[src/rtl/st_pkg.sv]
package st_pkg;
  localparam int ST_CNT_W     = 16;
  localparam int ST_SHIFT_W   = 4;
  localparam int ST_MAX_SHIFT = 10;
  localparam int ST_DIV_W     = ST_MAX_SHIFT;
  localparam int ST_NUM_CMP   = 2;

  typedef struct packed {
    logic                  src;
    logic [ST_SHIFT_W-1:0] shift;
  } st_cfg_t;

  // Clamp a requested exponent to the supported range.
  function automatic logic [ST_SHIFT_W-1:0] clamp_shift(input logic [ST_SHIFT_W-1:0] raw);
    if (int'(raw) > ST_MAX_SHIFT) return ST_SHIFT_W'(ST_MAX_SHIFT);
    return raw;
  endfunction

  // Last phase value before a step: 2^n - 1 as a mask of n ones.
  function automatic logic [ST_DIV_W-1:0] phase_limit(input logic [ST_SHIFT_W-1:0] n);
    logic [ST_DIV_W-1:0] v;
    for (int i = 0; i < ST_DIV_W; i++) v[i] = (i < int'(n));
    return v;
  endfunction
endpackage

[src/rtl/st_prescaler.sv]
module st_prescaler
  import st_pkg::*;
#(
  parameter int DIV_W   = ST_DIV_W,
  parameter int SHIFT_W = ST_SHIFT_W
) (
  input  logic               clk,
  input  logic               rst_n,
  input  logic               tick_fast,
  input  logic               tick_slow,
  input  logic               sel,
  input  logic [SHIFT_W-1:0] shift_raw,
  output logic               step_o,
  output logic               chg_o,
  output logic [DIV_W-1:0]   div_o
);
  st_cfg_t          cur_cfg, cfg_q;
  logic [DIV_W-1:0] div_q, limit;
  logic             tick_sel, at_limit;

  assign cur_cfg.src   = sel;
  assign cur_cfg.shift = clamp_shift(shift_raw);
  assign limit         = phase_limit(cur_cfg.shift);
  assign tick_sel      = sel ? tick_slow : tick_fast;
  assign chg_o         = (cur_cfg != cfg_q);
  assign at_limit      = (div_q == limit);
  assign step_o        = tick_sel & ~chg_o & at_limit;
  assign div_o         = div_q;

  always_ff @(posedge clk) begin
    if (!rst_n) begin
      cfg_q <= '0;
      div_q <= '0;
    end else begin
      cfg_q <= cur_cfg;
      if (chg_o)         div_q <= '0;
      else if (tick_sel) div_q <= at_limit ? '0 : div_q + 1'b1;
    end
  end
endmodule

[src/rtl/st_counter.sv]
module st_counter #(
  parameter int CNT_W = 16
) (
  input  logic             clk,
  input  logic             rst_n,
  input  logic             step,
  output logic [CNT_W-1:0] count_o,
  output logic [CNT_W-1:0] next_o
);
  logic [CNT_W-1:0] cnt_q;

  assign next_o  = cnt_q + 1'b1;
  assign count_o = cnt_q;

  always_ff @(posedge clk) begin
    if (!rst_n)    cnt_q <= '0;
    else if (step) cnt_q <= next_o;
  end
endmodule

[src/rtl/st_compare.sv]
module st_compare #(
  parameter int CNT_W = 16
) (
  input  logic             clk,
  input  logic             rst_n,
  input  logic             step,
  input  logic [CNT_W-1:0] next_count,
  input  logic [CNT_W-1:0] cmp_val,
  input  logic             en,
  input  logic             clr,
  output logic             hit_o,
  output logic             flag_o
);
  logic flag_q;

  assign hit_o  = step & en & (next_count == cmp_val);
  assign flag_o = flag_q;

  always_ff @(posedge clk) begin
    if (!rst_n) flag_q <= 1'b0;
    else        flag_q <= hit_o | (flag_q & ~clr);
  end
endmodule

[src/rtl/sleep_timer.sv]
module sleep_timer
  import st_pkg::*;
(
  input  logic                  clk,
  input  logic                  rst_n,
  input  logic                  tick_fast_i,
  input  logic                  tick_slow_i,
  input  logic                  src_sel_i,
  input  logic [ST_SHIFT_W-1:0] shift_i,
  input  logic [ST_CNT_W-1:0]   cmp_a_i,
  input  logic [ST_CNT_W-1:0]   cmp_b_i,
  input  logic                  cmp_a_en_i,
  input  logic                  cmp_b_en_i,
  input  logic                  clr_a_i,
  input  logic                  clr_b_i,
  output logic [ST_CNT_W-1:0]   count_o,
  output logic                  flag_a_o,
  output logic                  flag_b_o,
  output logic                  wake_o
);
  logic                step_w, chg_w;
  logic [ST_DIV_W-1:0] div_w;
  logic [ST_CNT_W-1:0] next_w;

  logic [ST_CNT_W-1:0] cmp_val [ST_NUM_CMP];
  logic                cmp_en  [ST_NUM_CMP];
  logic                cmp_clr [ST_NUM_CMP];
  logic                hit_w   [ST_NUM_CMP];
  logic                flag_w  [ST_NUM_CMP];
  logic                hit_a_w, hit_b_w;

  assign cmp_val[0] = cmp_a_i;
  assign cmp_val[1] = cmp_b_i;
  assign cmp_en[0]  = cmp_a_en_i;
  assign cmp_en[1]  = cmp_b_en_i;
  assign cmp_clr[0] = clr_a_i;
  assign cmp_clr[1] = clr_b_i;

  st_prescaler #(.DIV_W(ST_DIV_W), .SHIFT_W(ST_SHIFT_W)) u_pre (
    .clk       (clk),
    .rst_n     (rst_n),
    .tick_fast (tick_fast_i),
    .tick_slow (tick_slow_i),
    .sel       (src_sel_i),
    .shift_raw (shift_i),
    .step_o    (step_w),
    .chg_o     (chg_w),
    .div_o     (div_w)
  );

  st_counter #(.CNT_W(ST_CNT_W)) u_cnt (
    .clk     (clk),
    .rst_n   (rst_n),
    .step    (step_w),
    .count_o (count_o),
    .next_o  (next_w)
  );

  for (genvar g = 0; g < ST_NUM_CMP; g++) begin : g_cmp
    st_compare #(.CNT_W(ST_CNT_W)) u_cmp (
      .clk        (clk),
      .rst_n      (rst_n),
      .step       (step_w),
      .next_count (next_w),
      .cmp_val    (cmp_val[g]),
      .en         (cmp_en[g]),
      .clr        (cmp_clr[g]),
      .hit_o      (hit_w[g]),
      .flag_o     (flag_w[g])
    );
  end

  assign hit_a_w  = hit_w[0];
  assign hit_b_w  = hit_w[1];
  assign flag_a_o = flag_w[0];
  assign flag_b_o = flag_w[1];
  // Only channel A may request a wake.
  assign wake_o   = flag_w[0] & cmp_a_en_i;
endmodule

[config.mk]
export PLATFORM = sky130hd
export DESIGN_NAME = sleep_timer
export DESIGN_NICKNAME = d
export VERILOG_FILES = /design/src/rtl/st_pkg.sv /design/src/rtl/st_prescaler.sv /design/src/rtl/st_counter.sv /design/src/rtl/st_compare.sv /design/src/rtl/sleep_timer.sv
export SDC_FILE = /design/constraint.sdc
export NUM_CORES = 1
export LEC_CHECK = 0
export CORE_MARGIN = 2
export CORE_UTILIZATION = 30
export CTS_CLUSTER_SIZE = 40
export DETAILED_ROUTE_END_ITERATION = 16
export DONT_BUFFER_PORTS = 1
export HOLD_SLACK_MARGIN = 0.02
export PLACE_DENSITY = 0.42
export SYNTH_ARGS = -nofsm -noshare
export SYNTH_HDL_FRONTEND = slang
export SYNTH_SLANG_ARGS = --single-unit
[constraint.sdc]
create_clock -name clk -period 2.23 [get_ports clk]
set_input_delay 0 -clock clk [delete_from_list [all_inputs] [get_ports clk]]
set_output_delay 0 -clock clk [all_outputs]
set_load 0.02 [all_outputs]
==> qor.txt, run 1 <==
Max-slew violations - 0
YS warnings - 0
Pint - 931 uW
Initial core utilization - 0.310
Final wirelength - 9920 um
Post-placement cell count - 520
CTS Buffer Depth - 2
F_max - 473 MHz
DPL Wire Length - 7570 um
Layout cells sized above 1 - 0.180
Pleak - 1.21 nW
DR WL/cell - 18.3 um
I/O pin count - 64
Antenna violations before repair - 0
Synthesized area - 2870 um2
Drt pass-1 iters - 4
Final instance area - 3550 um2
Initial DRC Count - 156
Gr ovfl total - 0
H-Tree Depth - 2
Critical Path AT - 2.30 ns
P_sw - 332 uW
RSZ-0062 raised after global routing - false
Placeable Area - 9240 um2
Clk slew on worst S/H paths - 0.08 ns
CP max stage delay - 0.47 ns
Post-synthesis register bit count - 33
Max Cap Viol - 0
Seq pwr share - 0.473
Hold Path Class - input port to flop
CTS Buf Count - 5
Die Y - 102 um
Clock Power Share - 0.397
Syn_nets - 423
Slew at the pin closest to its max-slew limit - 0.596 ns
Pwr Total - 1.26 mW
Nets - 458
Post-synthesis sequential area ratio - 0.230
Top_reg_cell synth - dfxtp_1
DRC - 0
Post-synthesis cell count - 376
Worst slew margin - 0.600
Vias in the first global route - 2,948
Critical Path RT - 2.42 ns
Via Count - 2,996
Die Footprint - 10,400 um2
PortBufs - 0
Final setup vio count - 0
DP Worst Slack - -0.135 ns
Peak supply drop - 0.000175 V
Most common cell after layout, fill and taps aside - buf_4
WS Path Type - flop to flop
Yosys cell types - 60
Fillers - 973
Async S/R FF share, synth - 0
GPL Wtd Cong - 0.863
CP max FO - 27
Slowest cell on crit path - or4_1
Final Critical Period - 2.12 ns
Post-DP Area - 3260 um2
Period utilization - 0.949
Area Overhead vs Synth - 24.0%
Non-Filler Instances - 541
CP Launch Type - flop
Final critical-path setup slack - 0.114 ns
GRT Total Usage - 0.198
Comb power frac - 0.130
Fin. Hold Viols - 0
Number of synthesized flops with an enable pin - 0
CTS Root Cell - clkbuf_8
Number of diodes - 0
Largest net degree at the start of global routing - 28
First-pass GRT wire length - 15,800 um
Via density - 5.54
Floorplan die width - 102 um
Status - completed
Clock Latency Late Sink - 0.29 ns
Clock sinks - 33
Layout Skew - 0.00915 ns
Row count - 35
Crit path cell chain - or3_4 > a221oi_4 > nand4_4 > buf_12 > or4_1 > a21oi_1
Most frequent cells in the layout - buf_4 (43), dfxtp_1 (32), xnor2_1 (31)
P per Cell Area - 355 nW/um2
Net switching fraction of the power - 0.263
Post-Syn Area per Cell - 7.62 um2
Routed Antenna Nets - 0
CTS tree - built
Worst Setup End Kind - flop
==> sequential cells by signal, indices dropped and copies added (netlist names) <==
register / flops
u_pre.div_o: 10
u_cnt.count_o: 16
u_pre.cfg_q: 5
g_cmp.u_cmp.flag_o: 2
==> critical path: cells and delay by family, from the launching register on <==
| family | cells | cell delay, ns |
|---|---|---|
| and+or+nand+nor | 3 | 0.99 |
| AOI/OAI and AO/OA | 2 | 0.52 |
| DFF | 1 | 0.32 |
| buffers and inverters | 1 | 0.19 |
==> final cells by class <==
class                           count  area (um2)  share of cell area
Sequential cell                    33         662               0.186
Clock inverter                      2        13.8             0.00387
Multi-Input combinational cell    305        2110               0.594
Timing Repair Buffer               58         494               0.139
Inverter                            8        30.0             0.00845
Tap cell                          129         161              0.0454
Clock buffer                        6        82.6              0.0232
==> cell families (layout without fill, tap and decap cells) <==
family	Yosys count	after routing	share of synthesized area
AO/OA/AOI/OAI	91	91	0.222
XOR/XNOR	48	48	0.147
adder cells (fa/ha/maj)	2	2	0.00873
buffers and inverters	38	74	0.0572
flip-flops	33	33	0.230
multiplexers	6	6	0.0214
AND/OR/NAND/NOR	158	158	0.313
==> per-stage QoR <==
step                utilization  setup TNS [ns]  hold slack [ns]
floorplan                     -               0           0.0943
finish                    0.385               0           0.0383
detailed placement        0.353          -0.135           0.0797
global route              0.385               0           0.0465
CTS                       0.378               0           0.0278
global placement          0.353          -0.131           0.0782
==> worst paths after layout <==
| kind | startpoint | end | slack (ns) | depth (start not counted) |
|---|---|---|---|---|
| setup / recovery | u_pre.div_o[4] | u_cnt.count_o[6] | 0.11 | 6 |
| hold / removal | cmp_b_i[15] | g_cmp[1].u_cmp.flag_o | 0.04 | 2 |
| hold reg to reg | u_cnt.count_o[3] | u_cnt.count_o[3] | 0.52 | 2 |
| setup reg to reg | u_pre.div_o[4] | u_cnt.count_o[6] | 0.11 | 6 |
==> synthesized netlist by cell type, drive strengths merged (3+ instances only) <==
library cell | n | area, um2
a211oi | 3 | 22.5
a21oi | 25 | 125
a31oi | 6 | 37.5
a41oi | 3 | 26.3
and2 | 6 | 37.5
and3 | 9 | 56.3
and4 | 5 | 43.8
buf | 9 | 55.1
clkbuf | 21 | 78.8
dfxtp | 33 | 661
inv | 7 | 26.3
mux2i | 5 | 50.1
nand2 | 18 | 67.6
nand2b | 11 | 68.8
nand3 | 22 | 110
nand3b | 3 | 22.5
nand4 | 14 | 103
nor2 | 30 | 113
nor2b | 5 | 31.3
nor3 | 6 | 30.0
nor4 | 3 | 18.8
o2111ai | 4 | 35.0
o21ai | 12 | 60.1
o31ai | 14 | 105
or3 | 5 | 36.3
or4 | 13 | 97.6
xnor2 | 32 | 280
xor2 | 16 | 140
==> repair_timing <==
action,CTS,global route
hold buffers,12,0
pin swaps,1,7
cloned,0,0
endpoints found under the hold margin,10,0
setup endpoints to repair,2,6
setup buffers,0,1
resized for setup,3,13
==> per-layer routing <==
metal,routed length [um],GRT usage,vias to the layer above
met4,164,0.0499,0
met2,4480,0.311,84
met1,4620,0.272,1430
met3,666,0.0490,16
li1,-,-,1466
met5,0,0,-
==> power groups by stage <==
stage	logic, mW	clock network, mW	registers [mW]
detailed placement	0.140	0	0.612
global route	0.181	0.544	0.599
global placement	0.139	0	0.611
finish	0.164	0.501	0.598
floorplan	0.123	0	0.611
CTS	0.162	0.516	0.598
Note: power is estimated with default switching activity, not from simulation.
==> run 2, diff against run 1 <==
--- a/config.mk
+++ b/config.mk
@@ -7,6 +7,7 @@
 export LEC_CHECK = 0
 export CORE_MARGIN = 2
 export CORE_UTILIZATION = 30
+export CTS_CLUSTER_DIAMETER = 30
 export CTS_CLUSTER_SIZE = 40
 export DETAILED_ROUTE_END_ITERATION = 16
 export DONT_BUFFER_PORTS = 1
@@ -14,4 +15,5 @@
 export PLACE_DENSITY = 0.42
 export SYNTH_ARGS = -nofsm -noshare
 export SYNTH_HDL_FRONTEND = slang
+export SYNTH_HIERARCHICAL = 1
 export SYNTH_SLANG_ARGS = --single-unit
==> qor.txt, run 2 <==
Clock Power Share - 0.397
Register area - 666 um2
GPL Wtd Cong - 0.832
Synthesized area - 2460 um2
Row count - 33
Floorplan die width - 94.5 um
P_sw - 278 uW
Reg-to-Reg End - u_cnt/count_o[13]
Max reg flops - 16
Final Critical Period - 2.25 ns
P per Cell Area - 365 nW/um2
Layout Skew - 0.0147 ns
Final critical-path setup slack - -0.0232 ns
Fillers - 833
Number of diodes - 0
RSZ-0062 raised after global routing - true
Clock Latency Late Sink - 0.28 ns
Post-DP Area - 2830 um2
First-pass GRT wire length - 10,300 um
End of the worst hold path - u_pre/cfg_q[0]
Cell count of the worst reg-to-reg path - 9
Max-slew violations - 0
Via density - 4.87
Worst Setup End Kind - flop
GRT busiest layer - met2
CTS Buf Count - 5
Critical Path AT - 2.47 ns
Final instance area - 3230 um2
Worst slew margin - 0.608
Period utilization - 1.01
Drt pass-1 iters - 4
DRC - 0
Via Count - 2,172
R2r setup slk - -0.02 ns
Pint - 901 uW
Syn_nets - 333
Clk slew on worst S/H paths - 0.07 ns
Max Cap Viol - 0
YS warnings - 6
Initial DRC Count - 76
Cells on Worst Hold Path - 2
Gr ovfl total - 0
Status - finished with violations
DPL Wire Length - 4930 um
Net switching fraction of the power - 0.236
Placeable Area - 8090 um2
Slew at the pin closest to its max-slew limit - 0.588 ns
Peak supply drop - 0.000203 V
Final hold slack - 0.0482 ns
Clock sinks - 33
Initial core utilization - 0.304
Violated checks - setup timing
Routed Antenna Nets - 0
I/O pin count - 64
Fin. Hold Viols - 0
Critical Path RT - 2.45 ns
Final setup vio count - 4
Hold Crit Start - shift_i[1]
Final wirelength - 6660 um
Pleak - 1.28 nW
CTS Buffer Depth - 2
CP Launch Type - flop
CTS tree - built
Met2 GRT Util - 0.228
Die Footprint - 8930 um2
Comb power frac - 0.097
Antenna violations before repair - 0
Seq pwr share - 0.506
GRT Total Usage - 0.150
F_max - 444 MHz
Post-synthesis cell count - 286
DR WL/cell - 14.9 um
Hold Path Class - input port to flop
PortBufs - 0
Vias in the first global route - 2,003
Most frequent cells in the layout - xor2_1 (50), buf_4 (50), dfxtp_1 (29)
Layout cells sized above 1 - 0.299
Area Overhead vs Synth - 31.3%
Met3 Track Usage GR - 0.0487
CTS Root Cell - clkbuf_8
Largest net degree at the start of global routing - 20
Pwr Total - 1.18 mW
Post-Syn Area per Cell - 8.59 um2
Nets - 388
Area of the multi-input gates - 1790 um2
R2r startpoint - u_pre/div_o[7]
Die Y - 94.5 um
H-Tree Depth - 2
WS Path Type - flop to flop
Met1 usage - 0.208
CP max FO - 5
==> run 2: cell count changes in the layout (fill, tap and decap cells not counted), moves of 5 or more <==
cell and delta:
xor2_1 +34, a21oi_1 -18, xnor2_1 -18, or4_1 -13
o31ai_1 -12, nand2b_1 -11, nor2_1 -9, nand3_1 -8
nor3_1 +8, buf_4 +7, a31oi_1 -5, and3_1 -5
==> run 2: routing by layer <==
metal | routed length, um | vias to the layer above
met5 | 0 | -
met4 | 45 | 0
met3 | 371 | 4
li1 | - | 1112
met2 | 2970 | 42
met1 | 3270 | 1014
==> run 2: metrics by stage <==
stage / instances / TNS [ns] / setup WS (ns) / util
floorplan: 286 / -1.16 / -0.180 / -
global placement: 418 / -0.00760 / -0.00760 / 0.350
detailed placement: 418 / -0.284 / -0.0715 / 0.350
CTS: 440 / 0 / 0.00474 / 0.381
global route: 446 / -1.48 / -0.143 / 0.399
finish: 446 / -0.0655 / -0.0232 / 0.399
==> run 2: power groups by stage <==
| stage | clock [mW] | combinational, mW | sequential, mW |
|---|---|---|---|
| 2_1_floorplan | 0 | 0.0931 | 0.610 |
| 3_3_place_gp | 0 | 0.0893 | 0.610 |
| 3_5_place_dp | 0 | 0.0887 | 0.610 |
| 4_1_cts | 0.490 | 0.113 | 0.596 |
| 5_1_grt | 0.518 | 0.125 | 0.596 |
| 6_report | 0.468 | 0.115 | 0.596 |
==> run 2: layout make-up <==
class                   count  area share
multi-input cells         232       0.555
flip-flops and latches     33       0.206
well taps                 105      0.0407
clock buffers               7      0.0268
repair buffers             66       0.168
inverters                   3     0.00349
==> run 2: worst max-delay path, stage by stage (launching register included) <==
cell      delay [ns]
dfxtp_2         0.32
or3b_1          0.36
a21boi_2        0.15
o221ai_2        0.14
nor4_4          0.26
and2_4          0.20
and3_4          0.18
nand4_4         0.12
or3_1           0.32
a21oi_1         0.14
==> run 2: worst max-delay path by stage <==
stage                     slack (ns)           endpoint           start
after floorplan                -0.18  u_cnt/count_o[13]  u_pre/div_o[2]
after detailed placement       -0.07  u_cnt/count_o[13]  u_pre/div_o[9]
after global placement        -0.008  u_cnt/count_o[13]  u_pre/div_o[9]
final                          -0.02  u_cnt/count_o[13]  u_pre/div_o[7]
after global routing           -0.14  u_cnt/count_o[12]  u_pre/div_o[7]
after CTS                      0.005  u_cnt/count_o[15]  u_pre/div_o[7]
==> run 2: what timing repair did <==
item                                    in CTS  in global routing
hold buffers                                12                  0
pin swaps                                    2                  9
resized for setup                            7                 23
buffers inserted                             3                  6
hold endpoints to repair                    17                  0
endpoints found under the setup margin       7                 15
==> run 3, diff against run 2 <==
--- a/config.mk
+++ b/config.mk
@@ -5,6 +5,8 @@
 export SDC_FILE = /design/constraint.sdc
 export NUM_CORES = 1
 export LEC_CHECK = 0
+export CELL_PAD_IN_SITES_DETAIL_PLACEMENT = 1
+export CELL_PAD_IN_SITES_GLOBAL_PLACEMENT = 1
 export CORE_MARGIN = 2
 export CORE_UTILIZATION = 30
 export CTS_CLUSTER_DIAMETER = 30
@@ -12,7 +14,7 @@
 export DETAILED_ROUTE_END_ITERATION = 16
 export DONT_BUFFER_PORTS = 1
 export HOLD_SLACK_MARGIN = 0.02
-export PLACE_DENSITY = 0.42
+export PLACE_DENSITY = 0.54
 export SYNTH_ARGS = -nofsm -noshare
 export SYNTH_HDL_FRONTEND = slang
 export SYNTH_HIERARCHICAL = 1
==> qor.txt, run 3 (synthesis gave the netlist of run 2 again) <==
Max Cap Viol - 0
Clock sinks - 33
Initial core utilization - 0.304
Met3 Wirelength - 363 um
Wl on met1 - 3210 um
Top sig layer - met4
Initial DRC Count - 58
F_max - 436 MHz
Routed wl met2 - 3470 um
Hold Path Class - input port to flop
Slowest cell on crit path - or3_1
Setup TNS - -0.139 ns
Final critical-path setup slack - -0.0657 ns
Floorplan die width - 94.5 um
Cell count of the worst reg-to-reg path - 9
CP max stage delay - 0.39 ns
Nets - 386
R2r startpoint - u_pre/div_o[2]
DR WL/cell - 15.9 um
Most frequent cells in the layout - xor2_1 (50), buf_4 (46), dfxtp_1 (32)
PortBufs - 0
Worst slew margin - 0.608
CTS tree - built
Final Critical Period - 2.30 ns
Clock Latency Late Sink - 0.28 ns
I/O pin count - 64
Max reg flops - 16
Final wirelength - 7070 um
Max-slew violations - 0
CTS Buffer Depth - 2
Antenna violations before repair - 0
Row count - 33
Post-DP Area - 2820 um2
Reg-to-Reg End - u_cnt/count_o[6]
CP Launch Type - flop
Placeable Area - 8090 um2
Fin. Hold Viols - 1
Critical Path AT - 2.50 ns
Status - finished with violations
Drt pass-1 iters - 4
Vias in the first global route - 2,258
DRC - 0
Worst Setup End Kind - flop
P per Cell Area - 370 nW/um2
RSZ-0062 raised after global routing - true
CP Capture Point - u_cnt/count_o[6]
Period utilization - 1.03
Peak supply drop - 0.000197 V
WS Path Type - flop to flop
Final hold slack - -0.00575 ns
Layout cells sized above 1 - 0.260
Routed Antenna Nets - 0
Clk slew on worst S/H paths - 0.08 ns
Die Footprint - 8930 um2
Slew at the pin closest to its max-slew limit - 0.588 ns
Area Overhead vs Synth - 29.2%
Pwr Total - 1.17 mW
Via Count - 2,212
Crit path cell chain - a211o_4 > a311oi_4 > o32ai_4 > nor4_4 > and2_4 > buf_6 > nand4_1 > or3_1 > a21oi_2
CTS Buf Count - 5
Via density - 4.98
Final Util - 0.392
Pleak - 1.24 nW
Final instance area - 3180 um2
Critical Path RT - 2.44 ns
Largest net degree at the start of global routing - 20
CTS Root Cell - clkbuf_8
Gr ovfl total - 0
DPL Wire Length - 5280 um
Die Y - 94.5 um
R2r setup slk - -0.07 ns
Number of diodes - 0
Most common cell after layout, fill and taps aside - xor2_1
Final setup vio count - 4
H-Tree Depth - 2
Layout Skew - 0.0108 ns
GPL Wtd Cong - 0.730
CP max FO - 5
Violated checks - hold timing, setup timing
First-pass GRT wire length - 10,900 um
Setup crit start - u_pre/div_o[2]
GRT Total Usage - 0.154
==> run 3: worst max-delay path: cells and delay by family (launching register included) <==
family                 cells  cell delay, ns
AND/OR/NAND/NOR            4            0.90
AO/OA/AOI/OAI              4            0.85
flip-flops                 1            0.36
buffers and inverters      1            0.11
==> run 3: per-layer routing <==
metal,global-route usage,vias up
met5,0,-
met3,0.0447,2
met2,0.258,36
met4,0.0290,0
li1,-,1106
met1,0.199,1068
==> run 3: repair_timing <==
item	in CTS	in global routing
cloned	0	0
hold buffers	11	4
endpoints found under the setup margin	8	14
resized for setup	4	20
buffers inserted	4	1
pin swaps	3	11
hold endpoints to repair	10	4
==> run 3: area by class of cell <==
class	count	area, um2
tap	105	131
fill	979	4920
clock buffer	7	86.3
inverter	3	11.3
sequential	33	664
timing repair buffer	64	529
multi-input combinational	232	1750
==> run 3: report_power, final <==
part	internal (mW)	switching [mW]
logic	0.0601	0.0524
registers	0.593	0.00250
clock network	0.245	0.221
total	0.898	0.276
==> run 3: how the worst min path moves through the flow <==
stage	to	slack, ns	depth (start not counted)	start
after floorplan	u_pre/cfg_q[4]	0.12	1	src_sel_i
after global placement	u_pre/cfg_q[3]	0.12	1	shift_i[3]
after detailed placement	u_pre/cfg_q[4]	0.13	1	src_sel_i
after CTS	g_cmp[1].u_cmp/flag_o	-0.15	2	rst_n
after global routing	g_cmp[1].u_cmp/flag_o	0.02	4	cmp_b_en_i
final	g_cmp[1].u_cmp/flag_o	-0.006	4	cmp_b_en_i
==> run 3: through the flow <==
| step | hold WS, ns | worst slack, ns | std cells |
|---|---|---|---|
| 2_1_floorplan | 0.122 | -0.180 | 286 |
| 3_3_place_gp | 0.123 | -0.00615 | 417 |
| 3_5_place_dp | 0.132 | -0.0925 | 417 |
| 4_1_cts | -0.150 | -0.0356 | 439 |
| 5_1_grt | 0.0217 | -0.197 | 444 |
| 6_report | -0.00575 | -0.0657 | 444 |
